--- src/rtl/agu_pkg.sv ---
package agu_pkg;
  typedef enum logic [2:0] {
    AM_REG   = 3'd0,
    AM_DISP  = 3'd1,
    AM_IDX   = 3'd2,
    AM_FULL  = 3'd3,
    AM_IPREL = 3'd4,
    AM_PUSH  = 3'd5,
    AM_POP   = 3'd6,
    AM_RSVD  = 3'd7
  } am_e;

  localparam int unsigned ADDR_W = 64;
  localparam int unsigned DISP_W = 32;

  // Sign-extend the field chosen by the width tag.
  function automatic logic [ADDR_W-1:0] sext_disp(input logic [DISP_W-1:0] d,
                                                  input logic [1:0] sel);
    case (sel)
      2'd0:    return {{(ADDR_W-8){d[7]}}, d[7:0]};
      2'd1:    return {{(ADDR_W-16){d[15]}}, d[15:0]};
      default: return {{(ADDR_W-DISP_W){d[DISP_W-1]}}, d};
    endcase
  endfunction

  // Index scaled by shift; a suppressed index contributes nothing.
  function automatic logic [ADDR_W-1:0] scaled_index(input logic [ADDR_W-1:0] idx,
                                                     input logic [1:0] sc,
                                                     input logic none);
    return none ? '0 : (idx << sc);
  endfunction

  // Mask of address bits that must be zero for a given size code.
  function automatic logic [ADDR_W-1:0] align_mask(input logic [1:0] sz);
    return (ADDR_W'(1) << sz) - ADDR_W'(1);
  endfunction
endpackage

--- src/rtl/agu_disp_ext.sv ---
module agu_disp_ext
  import agu_pkg::*;
(
  input  logic [DISP_W-1:0] disp_raw,
  input  logic [1:0]        width_sel,
  output logic [ADDR_W-1:0] disp_ext
);
  always_comb disp_ext = sext_disp(disp_raw, width_sel);
endmodule

--- src/rtl/agu_ea_core.sv ---
module agu_ea_core
  import agu_pkg::*;
#(
  parameter int unsigned LEN_W     = 4,
  parameter int unsigned SLOT_SIZE = 8
) (
  input  logic [2:0]        mode,
  input  logic [ADDR_W-1:0] base,
  input  logic [ADDR_W-1:0] index,
  input  logic              no_index,
  input  logic [1:0]        scale,
  input  logic [ADDR_W-1:0] disp_ext,
  input  logic [ADDR_W-1:0] ip,
  input  logic [LEN_W-1:0]  ilen,
  input  logic [ADDR_W-1:0] sp_in,
  output logic [ADDR_W-1:0] ea,
  output logic [ADDR_W-1:0] sp_nxt,
  output logic              sp_wr
);
  localparam logic [ADDR_W-1:0] SLOT = ADDR_W'(SLOT_SIZE);

  logic [ADDR_W-1:0] idx_term;
  logic [ADDR_W-1:0] next_ip;
  logic [ADDR_W-1:0] sp_dec;
  logic [ADDR_W-1:0] sp_inc;

  always_comb begin
    idx_term = scaled_index(index, scale, no_index);
    next_ip  = ip + ADDR_W'(ilen);
    sp_dec   = sp_in - SLOT;
    sp_inc   = sp_in + SLOT;
  end

  always_comb begin
    ea     = base;
    sp_nxt = sp_in;
    sp_wr  = 1'b0;
    case (am_e'(mode))
      AM_DISP:  ea = base + disp_ext;
      AM_IDX:   ea = base + idx_term;
      AM_FULL:  ea = base + idx_term + disp_ext;
      AM_IPREL: ea = next_ip + disp_ext;
      AM_PUSH: begin
        ea     = sp_dec;
        sp_nxt = sp_dec;
        sp_wr  = 1'b1;
      end
      AM_POP: begin
        ea     = sp_in;
        sp_nxt = sp_inc;
        sp_wr  = 1'b1;
      end
      default:  ea = base;
    endcase
  end
endmodule

--- src/rtl/agu_align_chk.sv ---
module agu_align_chk
  import agu_pkg::*;
(
  input  logic [ADDR_W-1:0] addr,
  input  logic [1:0]        size_code,
  output logic              misaligned
);
  always_comb misaligned = |(addr & align_mask(size_code));
endmodule

--- src/rtl/agu_top.sv ---
module agu_top
  import agu_pkg::*;
#(
  parameter int unsigned LEN_W     = 4,
  parameter int unsigned SLOT_SIZE = 8
) (
  input  logic                clk,
  input  logic                rst,
  input  logic                in_valid,
  input  logic [2:0]          mode,
  input  logic [ADDR_W-1:0]   base,
  input  logic [ADDR_W-1:0]   index,
  input  logic                no_index,
  input  logic [1:0]          scale,
  input  logic [DISP_W-1:0]   disp,
  input  logic [1:0]          disp_sel,
  input  logic [ADDR_W-1:0]   ip,
  input  logic [LEN_W-1:0]    ilen,
  input  logic [ADDR_W-1:0]   sp_in,
  input  logic [1:0]          size_code,
  output logic                out_valid,
  output logic [ADDR_W-1:0]   ea,
  output logic                misaligned,
  output logic [ADDR_W-1:0]   sp_out,
  output logic                sp_we
);
  logic [ADDR_W-1:0] disp_ext;
  logic [ADDR_W-1:0] ea_next;
  logic [ADDR_W-1:0] sp_next;
  logic              we_next;
  logic              mis_next;

  agu_disp_ext u_disp (
    .disp_raw (disp),
    .width_sel(disp_sel),
    .disp_ext (disp_ext)
  );

  agu_ea_core #(.LEN_W(LEN_W), .SLOT_SIZE(SLOT_SIZE)) u_core (
    .mode    (mode),
    .base    (base),
    .index   (index),
    .no_index(no_index),
    .scale   (scale),
    .disp_ext(disp_ext),
    .ip      (ip),
    .ilen    (ilen),
    .sp_in   (sp_in),
    .ea      (ea_next),
    .sp_nxt  (sp_next),
    .sp_wr   (we_next)
  );

  agu_align_chk u_align (
    .addr      (ea_next),
    .size_code (size_code),
    .misaligned(mis_next)
  );

  always_ff @(posedge clk) begin
    if (rst) begin
      out_valid  <= 1'b0;
      ea         <= '0;
      misaligned <= 1'b0;
      sp_out     <= '0;
      sp_we      <= 1'b0;
    end else begin
      out_valid <= in_valid;
      if (in_valid) begin
        ea         <= ea_next;
        misaligned <= mis_next;
        sp_out     <= sp_next;
        sp_we      <= we_next;
      end
    end
  end
endmodule

--- config.mk ---
export PLATFORM = sky130hd
export DESIGN_NAME = agu_top
export DESIGN_NICKNAME = d
export VERILOG_FILES = /design/src/rtl/agu_pkg.sv /design/src/rtl/agu_disp_ext.sv /design/src/rtl/agu_ea_core.sv /design/src/rtl/agu_align_chk.sv /design/src/rtl/agu_top.sv
export SDC_FILE = /design/constraint.sdc
export NUM_CORES = 1
export LEC_CHECK = 0
export BUFFER_PORTS_ARGS = -buffer_cell sky130_fd_sc_hd__buf_2
export CORE_MARGIN = 2
export CORE_UTILIZATION = 25
export CTS_CLUSTER_SIZE = 28
export DETAILED_ROUTE_END_ITERATION = 6
export PLACE_DENSITY = 0.4
export REMOVE_ABC_BUFFERS = 1
export SYNTH_ARGS = -nofsm -noshare
export SYNTH_HDL_FRONTEND = slang
export SYNTH_SLANG_ARGS = --single-unit
--- constraint.sdc ---
create_clock -name clk -period 10.1 [get_ports clk]
set_input_delay 0 -clock clk [delete_from_list [all_inputs] [get_ports clk]]
set_output_delay 0 -clock clk [all_outputs]
set_load 0.03 [all_outputs]
==> impl_metrics.yaml <==
sta:
  period_needed_ns: 7.966
  setup_violations: 0
  whs_ns: 0.01253
  finalClockSkew_ns: 0
  maxSlewViolCount: 0
  slew_headroom: 0.1498
  tightest_slew_ns: 1.268
  rsz0062_at_grt: "false"
  tns_ns: 0
  finalHoldViolCount: 0
  fmax_mhz: 125.5
  fin_crit_sh: 0.7887
finish:
  drive_above_1_share: 0.1571
  final_core_util: 0.2967
  finalNetCount: 4693
  fillers: 11860
  syn_to_final_growth_pct: 17.81
clock_network:
  cts_setup_buffers: 0
  cts_tree: "done"
  cts.sinks: 131
  cts-root-buf: "clkbuf_16"
  clk_pin_slew_ns: 0.08
  cts_buffers: 17
  ctsHoldBuffers: 78
  h-tree-depth: 4
  post_cts_resized: 0
  clock_path_buffers: 2
  clock_latency_ns: 0.53
synthesis:
  synthMuxAreaShare: 0.08361
  yosysMostFrequentCell: "nor2_1"
  synth-edff-count: 0
  yosysSeqAreaShare: 0.09906
  synth_top_area_frac: 0.1182
  ys_dominant_reg_cell: "dfxtp_1"
  synth_fa_ha_area_frac: 0.1235
  synth.cell_area_mm2: 0.02647
  synth_common_cells: "nor2_1 (398), a21oi_1 (389), nand2_1 (375), o21ai_0 (284), ha_1 (250)"
  synth-warning-count: 0
  synth-compound-area-share: 0.3240
  syn_inst: 3813
  yosys.area_share.xor_xnor: 0.07444
  synth_top_family_by_area: "compound AO/OA/AOI/OAI gates"
  yosys.area_share.simple: 0.2418
  yosys-top-cells-area: "ha_1 (12%), dfxtp_1 (9.9%), a21oi_1 (7.4%)"
  synth.distinct_cells: 86
  avgSynthCellArea_um2: 6.943
  ys_ff_latch: 131
  async_reset_ff_frac: 0
  yosysTopAreaCell: "ha_1"
floorplanning:
  ioPinCount: 436
  rows: 119
  dieHeight_um: 329.4
  fp.coreArea_mm2: 0.1051
  fp.dieW_um: 329.4
  fp.dieArea_mm2: 0.1085
  start_util: 0.2518
place:
  gp_congestion: 0.9754
  numPortBuffers: 435
  dp_hpwl_um: 130100
route:
  drc: 0
  drtPass1Iterations: 6
  num_vias: 32040
  drtAntennaViolNets: 0
  wirelength_um: 159200
  wire_per_inst_um: 28.75
  via_per_inst: 5.787
  drtIter0Drc: 3005
worst_setup_path:
  crit_slowest_cell: "o31ai_1"
  worstSetupPathType: "input port to flop"
  worstPathArrival_ns: 8.36
  rrSetupSlack_ns: 8.20
  cp.required_ns: 10.49
  start_kind: "input port"
  cpMostUsedCell: "nor4_1"
  crit_path_max_fanout: 39
  crit_path_end_kind: "flop"
  cpPeakStageDelay_ns: 0.89
power_and_ir_drop:
  combPwrFrac: 0.648
  switching_power_mw: 1.945
  leakagePower_nw: 12.93
  clkPwrFrac: 0.189
  power_density_mw_per_mm2: 116.3
  ir_drop_mv: 0.1317
  intPower_mw: 1.682
  p_total_mw: 3.627
  pwr-share-seq: 0.163
  switching_share: 0.5363
global_routing:
  grt_use_total: 0.2838
  antenna_found_initial: 10
  grt_overflow: 0
  grt_pass1_wl_um: 224700
  grt_max_degree: 85
  first_global_vias: 30520
flow_run:
  drv_cap: 0
outcome:
  status: "complete, no violations"
hold_path:
  hold_class: "input port to flop"
state kept, by name (all words and copies together), names as in the netlist:
name,count
sp_we,1
misaligned,1
out_valid,1
sp_out,64
ea,64
cell usage in the layout, fill, tap and decap left out, types with 89 or more instances in the layout:
master and instances:
nand2_1 373, a21o_1 89, nor3_1 92, a21oi_1 388
xnor2_1 152, dfxtp_1 131, nor2_1 394, ha_1 250
o21ai_0 284, buf_2 431, inv_1 98
path summary, 6_finish.rpt:
check | start | end | depth (start not counted)
max reg2reg | ea[53] | ea[53] | 6
min reg2reg | sp_out[30] | sp_out[30] | 2
min | sp_in[28] | sp_out[28] | 3
max | scale[0] | misaligned | 28
per-stage QoR:
step	worst slack [ns]	std cells	instance area (um2)
finish	2.134	5537	31190
global route	1.430	5535	31180
detailed placement	1.712	5425	29850
CTS	2.235	5535	31180
global placement	1.862	5425	29850
floorplan	3.093	3542	25430
worst max-delay path, delay by kind of cell:
kind,cells,cell delay [ns]
AO/OA/AOI/OAI,13,4.03
XOR/XNOR,1,0.26
adder cells (fa/ha/maj),2,0.90
buffers and inverters,2,0.73
multiplexers,2,0.69
AND/OR/NAND/NOR,8,1.64
cells by family (layout without fill, tap and decap cells):
family | after synthesis | count (layout)
fa+ha+maj | 257 | 257
simple gates | 1350 | 1350
buf+inv | 372 | 703
flops | 131 | 131
other cells | 0 | 2
mux | 145 | 145
compound gates | 1333 | 1333
xor+xnor | 225 | 225
per-layer routing:
| metal | wire (um) | GRT usage | vias to the layer above |
|---|---|---|---|
| met5 | 80 | 0 | - |
| met4 | 4804 | 0.08291 | 12 |
| met3 | 9894 | 0.04763 | 174 |
| met2 | 70550 | 0.4476 | 1216 |
| met1 | 73860 | 0.3945 | 15690 |
| li1 | - | - | 14950 |
cell type report:
class                           instances  area (um2)  area share
Multi-Input combinational cell       3310       22480      0.7207
Timing Repair Buffer                  570        3415      0.1095
Sequential cell                       131        2623     0.08409
Tap cell                             1391        1740     0.05580
Clock buffer                           18       429.2     0.01376
Inverter                              101       379.1     0.01216
Clock inverter                         14       120.1    0.003851
Antenna cell                            2       5.005   0.0001605
power by group through the flow:
stage	combinational (mW)	sequential (mW)	clock, mW
6_report	2.35	0.590	0.687
5_1_grt	2.52	0.595	0.715
4_1_cts	2.31	0.591	0.706
3_5_place_dp	2.27	0.603	0
3_3_place_gp	2.29	0.603	0
2_1_floorplan	1.32	0.679	0
Power figures use the tool's default switching activity.
